==> config.mk <==
export PLATFORM = sky130hd
export DESIGN_NAME = fpu_seq_shared
export DESIGN_NICKNAME = d
export VERILOG_FILES = /design/src/rtl/fpu_seq_pkg.sv /design/src/rtl/fpu_mag_order.sv /design/src/rtl/fpu_denorm.sv /design/src/rtl/fpu_norm.sv /design/src/rtl/fpu_seq_shared.sv
export SDC_FILE = /design/constraint.sdc
export NUM_CORES = 1
export LEC_CHECK = 0
export CAP_MARGIN = 40
export CORE_MARGIN = 2
export CORE_UTILIZATION = 45
export DETAILED_ROUTE_END_ITERATION = 8
export HOLD_SLACK_MARGIN = 0.02
export SLEW_MARGIN = 20
export SYNTH_ARGS = -nofsm -noshare
export SYNTH_HDL_FRONTEND = slang
export SYNTH_SLANG_ARGS = --single-unit
export TNS_END_PERCENT = 50
==> constraint.sdc <==
create_clock -name clk -period 63.5 [get_ports clk]
set_input_delay 19.05 -clock clk [delete_from_list [all_inputs] [get_ports clk]]
set_output_delay 19.05 -clock clk [all_outputs]
set_load 0.05 [all_outputs]
==> src/rtl/fpu_seq_pkg.sv <==
package fpu_seq_pkg;

  typedef enum logic [2:0] {
    ST_IDLE    = 3'd0,
    ST_ALIGN   = 3'd1,
    ST_COMPUTE = 3'd2,
    ST_NORM    = 3'd3,
    ST_DONE    = 3'd4
  } fpu_state_t;

  typedef enum logic {
    OPK_ADD = 1'b0,
    OPK_MUL = 1'b1
  } fpu_opk_t;

endpackage

==> src/rtl/fpu_mag_order.sv <==
// Decides which add operand has the larger magnitude (zero is always smaller).
module fpu_mag_order #(
  parameter int EXP_W = 8,
  parameter int MAN_W = 16
) (
  input  logic [EXP_W-1:0] a_exp,
  input  logic [MAN_W-1:0] a_man,
  input  logic [EXP_W-1:0] b_exp,
  input  logic [MAN_W-1:0] b_man,
  output logic             b_larger
);
  logic a_zero, b_zero;

  always_comb begin
    a_zero = (a_man == '0);
    b_zero = (b_man == '0);
    if (a_zero)                                  b_larger = 1'b1;
    else if (b_zero)                             b_larger = 1'b0;
    else if ($signed(b_exp) > $signed(a_exp))    b_larger = 1'b1;
    else if (b_exp == a_exp && b_man > a_man)    b_larger = 1'b1;
    else                                         b_larger = 1'b0;
  end
endmodule

==> src/rtl/fpu_denorm.sv <==
// The single right shifter: aligns a mantissa to a larger exponent, truncating.
module fpu_denorm #(
  parameter int EXP_W = 8,
  parameter int MAN_W = 16
) (
  input  logic [MAN_W-1:0] man_in,
  input  logic [EXP_W:0]   shift,
  output logic [MAN_W-1:0] man_out
);
  localparam logic [EXP_W:0] SHIFT_LIMIT = (EXP_W+1)'(MAN_W);

  always_comb begin
    if (shift >= SHIFT_LIMIT) man_out = '0;
    else                      man_out = man_in >> shift;
  end
endmodule

==> src/rtl/fpu_norm.sv <==
// The single normalizer: strips leading zeros from a wide word.
// Word value is word_in/2^WORD_W * 2^exp_in.
module fpu_norm #(
  parameter int EXP_W  = 8,
  parameter int MAN_W  = 16,
  parameter int WORD_W = 32
) (
  input  logic [WORD_W-1:0] word_in,
  input  logic [EXP_W-1:0]  exp_in,
  output logic [MAN_W-1:0]  man_out,
  output logic [EXP_W-1:0]  exp_out,
  output logic              is_zero
);
  localparam int LZ_W = $clog2(WORD_W + 1);

  logic [LZ_W-1:0]   lz;
  logic              found;
  logic [WORD_W-1:0] shifted;

  always_comb begin
    lz    = '0;
    found = 1'b0;
    for (int i = WORD_W - 1; i >= 0; i--) begin
      if (!found) begin
        if (word_in[i]) found = 1'b1;
        else            lz    = lz + LZ_W'(1);
      end
    end
    is_zero = !found;
    shifted = word_in << lz;
    if (is_zero) begin
      man_out = '0;
      exp_out = '0;
    end else begin
      man_out = shifted[WORD_W-1 -: MAN_W];
      exp_out = exp_in - EXP_W'(lz);
    end
  end
endmodule

==> src/rtl/fpu_seq_shared.sv <==
module fpu_seq_shared
  import fpu_seq_pkg::*;
#(
  parameter int EXP_W = 8,
  parameter int MAN_W = 16
) (
  input  logic                     clk,
  input  logic                     rst_n,
  input  logic                     add_valid,
  input  logic                     add_sub,
  input  logic                     mul_valid,
  input  logic [EXP_W+MAN_W:0]     op_a,
  input  logic [EXP_W+MAN_W:0]     op_b,
  output logic                     busy,
  output logic                     add_done,
  output logic [EXP_W+MAN_W:0]     add_result,
  output logic                     mul_done,
  output logic [EXP_W+MAN_W:0]     mul_result
);
  localparam int FW     = 1 + EXP_W + MAN_W;
  localparam int WORD_W = 2 * MAN_W;

  // operand fields
  logic             a_s, b_s, b_eff_s;
  logic [EXP_W-1:0] a_e, b_e;
  logic [MAN_W-1:0] a_m, b_m;
  assign a_s     = op_a[FW-1];
  assign a_e     = op_a[FW-2 -: EXP_W];
  assign a_m     = op_a[MAN_W-1:0];
  assign b_s     = op_b[FW-1];
  assign b_e     = op_b[FW-2 -: EXP_W];
  assign b_m     = op_b[MAN_W-1:0];
  assign b_eff_s = b_s ^ add_sub;

  fpu_state_t       st;
  fpu_opk_t         opk;
  logic             big_s, signs_differ;
  logic [EXP_W-1:0] big_e, sml_e;
  logic [MAN_W-1:0] big_m, sml_m;
  logic [WORD_W-1:0] wrd;
  logic [EXP_W-1:0]  wexp;
  logic [FW-1:0]     add_res_q, mul_res_q;

  logic             b_larger;
  logic [EXP_W:0]   exp_gap;
  logic [MAN_W-1:0] sml_aligned;
  logic [MAN_W-1:0] nrm_man;
  logic [EXP_W-1:0] nrm_exp;
  logic             nrm_zero;
  logic [MAN_W:0]   mag_sum;

  fpu_mag_order #(.EXP_W(EXP_W), .MAN_W(MAN_W)) u_order (
    .a_exp(a_e), .a_man(a_m), .b_exp(b_e), .b_man(b_m), .b_larger(b_larger)
  );

  assign exp_gap = {big_e[EXP_W-1], big_e} - {sml_e[EXP_W-1], sml_e};

  fpu_denorm #(.EXP_W(EXP_W), .MAN_W(MAN_W)) u_denorm (
    .man_in(sml_m), .shift(exp_gap), .man_out(sml_aligned)
  );

  fpu_norm #(.EXP_W(EXP_W), .MAN_W(MAN_W), .WORD_W(WORD_W)) u_norm (
    .word_in(wrd), .exp_in(wexp), .man_out(nrm_man), .exp_out(nrm_exp),
    .is_zero(nrm_zero)
  );

  assign mag_sum = signs_differ ? ({1'b0, big_m} - {1'b0, sml_m})
                                : ({1'b0, big_m} + {1'b0, sml_m});

  always_ff @(posedge clk or negedge rst_n) begin
    if (!rst_n) begin
      st           <= ST_IDLE;
      opk          <= OPK_ADD;
      big_s        <= 1'b0;
      signs_differ <= 1'b0;
      big_e        <= '0;
      sml_e        <= '0;
      big_m        <= '0;
      sml_m        <= '0;
      wrd          <= '0;
      wexp         <= '0;
      add_res_q    <= '0;
      mul_res_q    <= '0;
    end else begin
      unique case (st)
        ST_IDLE: begin
          if (add_valid) begin
            opk          <= OPK_ADD;
            signs_differ <= a_s ^ b_eff_s;
            if (b_larger) begin
              big_s <= b_eff_s; big_e <= b_e; big_m <= b_m;
              sml_e <= a_e;     sml_m <= a_m;
            end else begin
              big_s <= a_s;     big_e <= a_e; big_m <= a_m;
              sml_e <= b_e;     sml_m <= b_m;
            end
            st <= ST_ALIGN;
          end else if (mul_valid) begin
            opk   <= OPK_MUL;
            big_s <= a_s ^ b_s;
            big_e <= a_e; big_m <= a_m;
            sml_e <= b_e; sml_m <= b_m;
            st    <= ST_COMPUTE;
          end
        end
        ST_ALIGN: begin
          sml_m <= sml_aligned;
          st    <= ST_COMPUTE;
        end
        ST_COMPUTE: begin
          if (opk == OPK_ADD) begin
            wrd  <= {mag_sum, {(MAN_W-1){1'b0}}};
            wexp <= big_e + EXP_W'(1);
          end else begin
            wrd  <= WORD_W'(big_m) * WORD_W'(sml_m);
            wexp <= big_e + sml_e;
          end
          st <= ST_NORM;
        end
        ST_NORM: begin
          if (opk == OPK_ADD) add_res_q <= {big_s & ~nrm_zero, nrm_exp, nrm_man};
          else                mul_res_q <= {big_s & ~nrm_zero, nrm_exp, nrm_man};
          st <= ST_DONE;
        end
        ST_DONE: st <= ST_IDLE;
        default: st <= ST_IDLE;
      endcase
    end
  end

  assign busy       = (st != ST_IDLE);
  assign add_done   = (st == ST_DONE) && (opk == OPK_ADD);
  assign mul_done   = (st == ST_DONE) && (opk == OPK_MUL);
  assign add_result = add_res_q;
  assign mul_result = mul_res_q;

  // ---------------- assertions ----------------
  assert_add_pulse_R12: assert property (@(posedge clk) disable iff (!rst_n)
    add_done |=> !add_done);
  assert_mul_pulse_R12: assert property (@(posedge clk) disable iff (!rst_n)
    mul_done |=> !mul_done);
  assert_single_done_R12: assert property (@(posedge clk) disable iff (!rst_n)
    $onehot0({add_done, mul_done}));
  assert_inflight_locked_R3: assert property (@(posedge clk) disable iff (!rst_n)
    (busy && !add_done && !mul_done) |=> ($stable(opk) && busy));
  assert_add_normalized_R10: assert property (@(posedge clk) disable iff (!rst_n)
    (add_done && add_result[MAN_W-1:0] != '0) |-> add_result[MAN_W-1]);
  assert_mul_normalized_R10: assert property (@(posedge clk) disable iff (!rst_n)
    (mul_done && mul_result[MAN_W-1:0] != '0) |-> mul_result[MAN_W-1]);
  assert_zero_positive_R8: assert property (@(posedge clk) disable iff (!rst_n)
    (add_done && add_result[MAN_W-1:0] == '0) |-> (add_result == '0));
  assert_mul_untouched_R11: assert property (@(posedge clk) disable iff (!rst_n)
    add_done |-> $stable(mul_result));
  assert_align_flush_R6: assert property (@(posedge clk) disable iff (!rst_n)
    (st == ST_ALIGN && exp_gap >= (EXP_W+1)'(MAN_W)) |=> (sml_m == '0));
endmodule

==> summary.txt <==
Setup path
  – Critical path's slowest cell: dfrtp_1
  – CP most frequent cell: ha_1
  – Worst-path maximum fanout: 39
  – Critical path type: reg2reg
  – Largest stage delay, worst path: 0.55 ns
  – CP Capture Type: flop
  – R2R Path Start: wrd[31]
  – CP startpoint kind: flop
  – Crit-path leading delay family: adder cells
  – Req. time, crit path: 63.87 ns
  – Buf/Inv on CP: 4
  – Crit path from: wrd[31]
  – Critical Path AT: between 20 and 25 ns

Logic synthesis
  – Seq/Total Area, Yosys: 15.9%
  – Synth top area share: 17.5%
  – Top post-synthesis cells by count: nand2_1 (354), inv_1 (306), nor2_1 (203)
  – FF+latch count, synth: 144
  – Mapped Area: 22700 um2
  – Syn nets: 3178
  – Number of flops mapped to enable cells by yosys: 0
  – Post-synth cell types: 93
  – Yosys Warn Count: 0
  – Most common cell in the netlist: nand2_1
  – Asr flop ratio synth: 100%
  – Synth Flop Type: dfrtp_1
  – Synth top area cells: fa_1 (17%), dfrtp_1 (16%), ha_1 (11%)
  – Syn Inst Count: 2728
  – Yosys top cell by area: fa_1
  – Syn avg cell area: 8.32 um2

Final layout
  – Area growth, synth to finish: 10.8%
  – Final Net Count: 3195
  – Layout cells sized above 1: 6.53%
  – Fill count: 4796

Timing
  – Fmax: 43.1 MHz
  – Max-slew violations: 0
  – Fin Clk Skew: between 0.015 and 0.02 ns
  – Hold WS: slightly below 0.5 ns
  – Final hold vios: 0
  – Worst-margin pin slew: 0.889 ns
  – # setup viols final: 0
  – Max transition margin: 40.7%
  – Final setup margin: between 40 and 50 ns
  – Setup TNS: 0 ns
  – RSZ-0062 raised after global routing: false
  – Fin crit period: around 23 ns
  – Final Cycle Share: 36.6%

CTS
  – Postcts setup bufs: 0
  – Worst-path clk slew: 0.07 ns
  – Number of gates resized after cts: 0
  – Clock H-tree levels: 4
  – CTS tree: done
  – Clock sinks: 144
  – Hold Buf Count CTS: 0
  – CTS Root Buffer Type: clkbuf_16
  – Clock buffer depth: 2
  – TritonCTS Buffers: 17
  – Worst-skew pair later-pin latency: around 0.45 ns

Place
  – RePlAce Congestion: 0.869
  – DP Worst Slack: 40.52 ns
  – # port buffers: 107
  – Detail Placement HPWL: around 48000 um

Job
  – Max Cap Violations: 0

Drt
  – Pre-Repair DR Iteration Count: 5
  – DRC: 0
  – Routed wire length: 61900 um
  – DR vias/cell: ~5.5
  – Via Count: 19000
  – 1st-iter DRT viols: between 1000 and 1500
  – Post-route ant nets: 0
  – Routed length per instance: approximately 18 um

Global route
  – Pin count of the biggest net entering global routing: 84
  – Vias in the first global route: 19300
  – Initial antenna violation count: 0
  – GRT overflow: 0
  – First-pass GRT wire length: approximately 100000 um
  – Gr usage total: around 24%

Status
  – Status: completed

Die
  – Core area: 50000 um2
  – Die X: ~230 um
  – Starting Density: a little under half
  – FP Rows: 82
  – Die height: 229 um
  – Die area: 52300 um2
  – Boundary pin count: 108

Min path
  – Hold_sp: add_result[0]
  – Hold WC Path Type: reg2reg
==> kinds of logic after synthesis <==
logic type	synth area share (%)
adder cells (fa/ha/maj)	28.4
flip-flops	15.9
multiplexers	8.06
AND/OR/NAND/NOR	18.7
buffers and inverters	7.90
XOR/XNOR	6.98
AO/OA/AOI/OAI	14.1
==> through the flow <==
stage / instance area, um2 / std cells / utilization [%]
2_1_floorplan: 22700 / 2728 / -
3_3_place_gp: 24300 / 3386 / 48.7
3_5_place_dp: 24500 / 3395 / 49.0
4_1_cts: 25100 / 3427 / 50.2
5_1_grt: 25200 / 3430 / 50.4
6_report: 25200 / 3431 / 50.4
==> worst register-to-register path, delay by kind of cell, from the launching register on <==
family / cells / cell delay [ns]
adder cells (fa/ha/maj): 30 / 9.86
AO/OA/AOI/OAI: 31 / 5.31
multiplexers: 18 / 3.28
AND/OR/NAND/NOR: 27 / 2.84
buffers and inverters: 4 / 0.88
flip-flops: 1 / 0.55
XOR/XNOR: 2 / 0.38
==> routing by layer <==
metal | GRT usage (%) | vias to the layer above | routed length, um | part of all wire [%]
met1 | 33.3 | 9435 | 28300 | 46
met3 | 2.06 | 75 | 2640 | 4.3
met2 | 41.1 | 416 | 29900 | 48
met4 | 5.72 | 0 | 1040 | 1.7
li1 | - | 9114 | - | -
met5 | 0 | - | 0 | 0
==> cell usage in the layout, fill, tap and decap left out, types with 106 or more instances in the layout <==
master,count
nor2_1,202
fa_1,198
nand2_1,352
ha_1,197
o21ai_0,124
mux2i_1,157
dfrtp_1,144
inv_1,306
clkdlybuf4s50_1,106
a21oi_1,201
==> path summary, 6_finish.rpt <==
kind,end,slack (ns),depth (start not counted)
min reg2reg,add_result[0],0.49,2
max,mul_result[23],40.28,112
max in group asynchronous,wrd[22],43.60,3
max reg2reg,mul_result[23],40.28,112
min,add_result[0],0.49,2
min in group asynchronous,sml_e[6],18.57,1
==> layout make-up <==
| class | count | area [um2] | area share, % |
|---|---|---|---|
| clock buffers | 18 | 439 | 1.75 |
| inverters | 308 | 1160 | 4.59 |
| clock inverters | 14 | 191 | 0.761 |
| well taps | 672 | 841 | 3.34 |
| multi-input cells | 2117 | 17400 | 69.0 |
| flip-flops and latches | 144 | 3600 | 14.3 |
| diodes | 1 | 2.50 | 0.00994 |
| repair buffers | 157 | 1570 | 6.24 |
==> state kept, by name, summed over array words and instances (netlist names) <==
| name | flops |
|---|---|
| wrd | 32 |
| add_result | 25 |
| mul_result | 25 |
| big_m | 16 |
| sml_m | 16 |
| big_e | 8 |
| sml_e | 8 |
| wexp | 8 |
| st | 3 |
| big_s | 1 |
| opk | 1 |
| signs_differ | 1 |
Power is left out: the tool's default activity adds up to more than one toggle a clock period on the data nets, which glitch-free logic cannot reach.
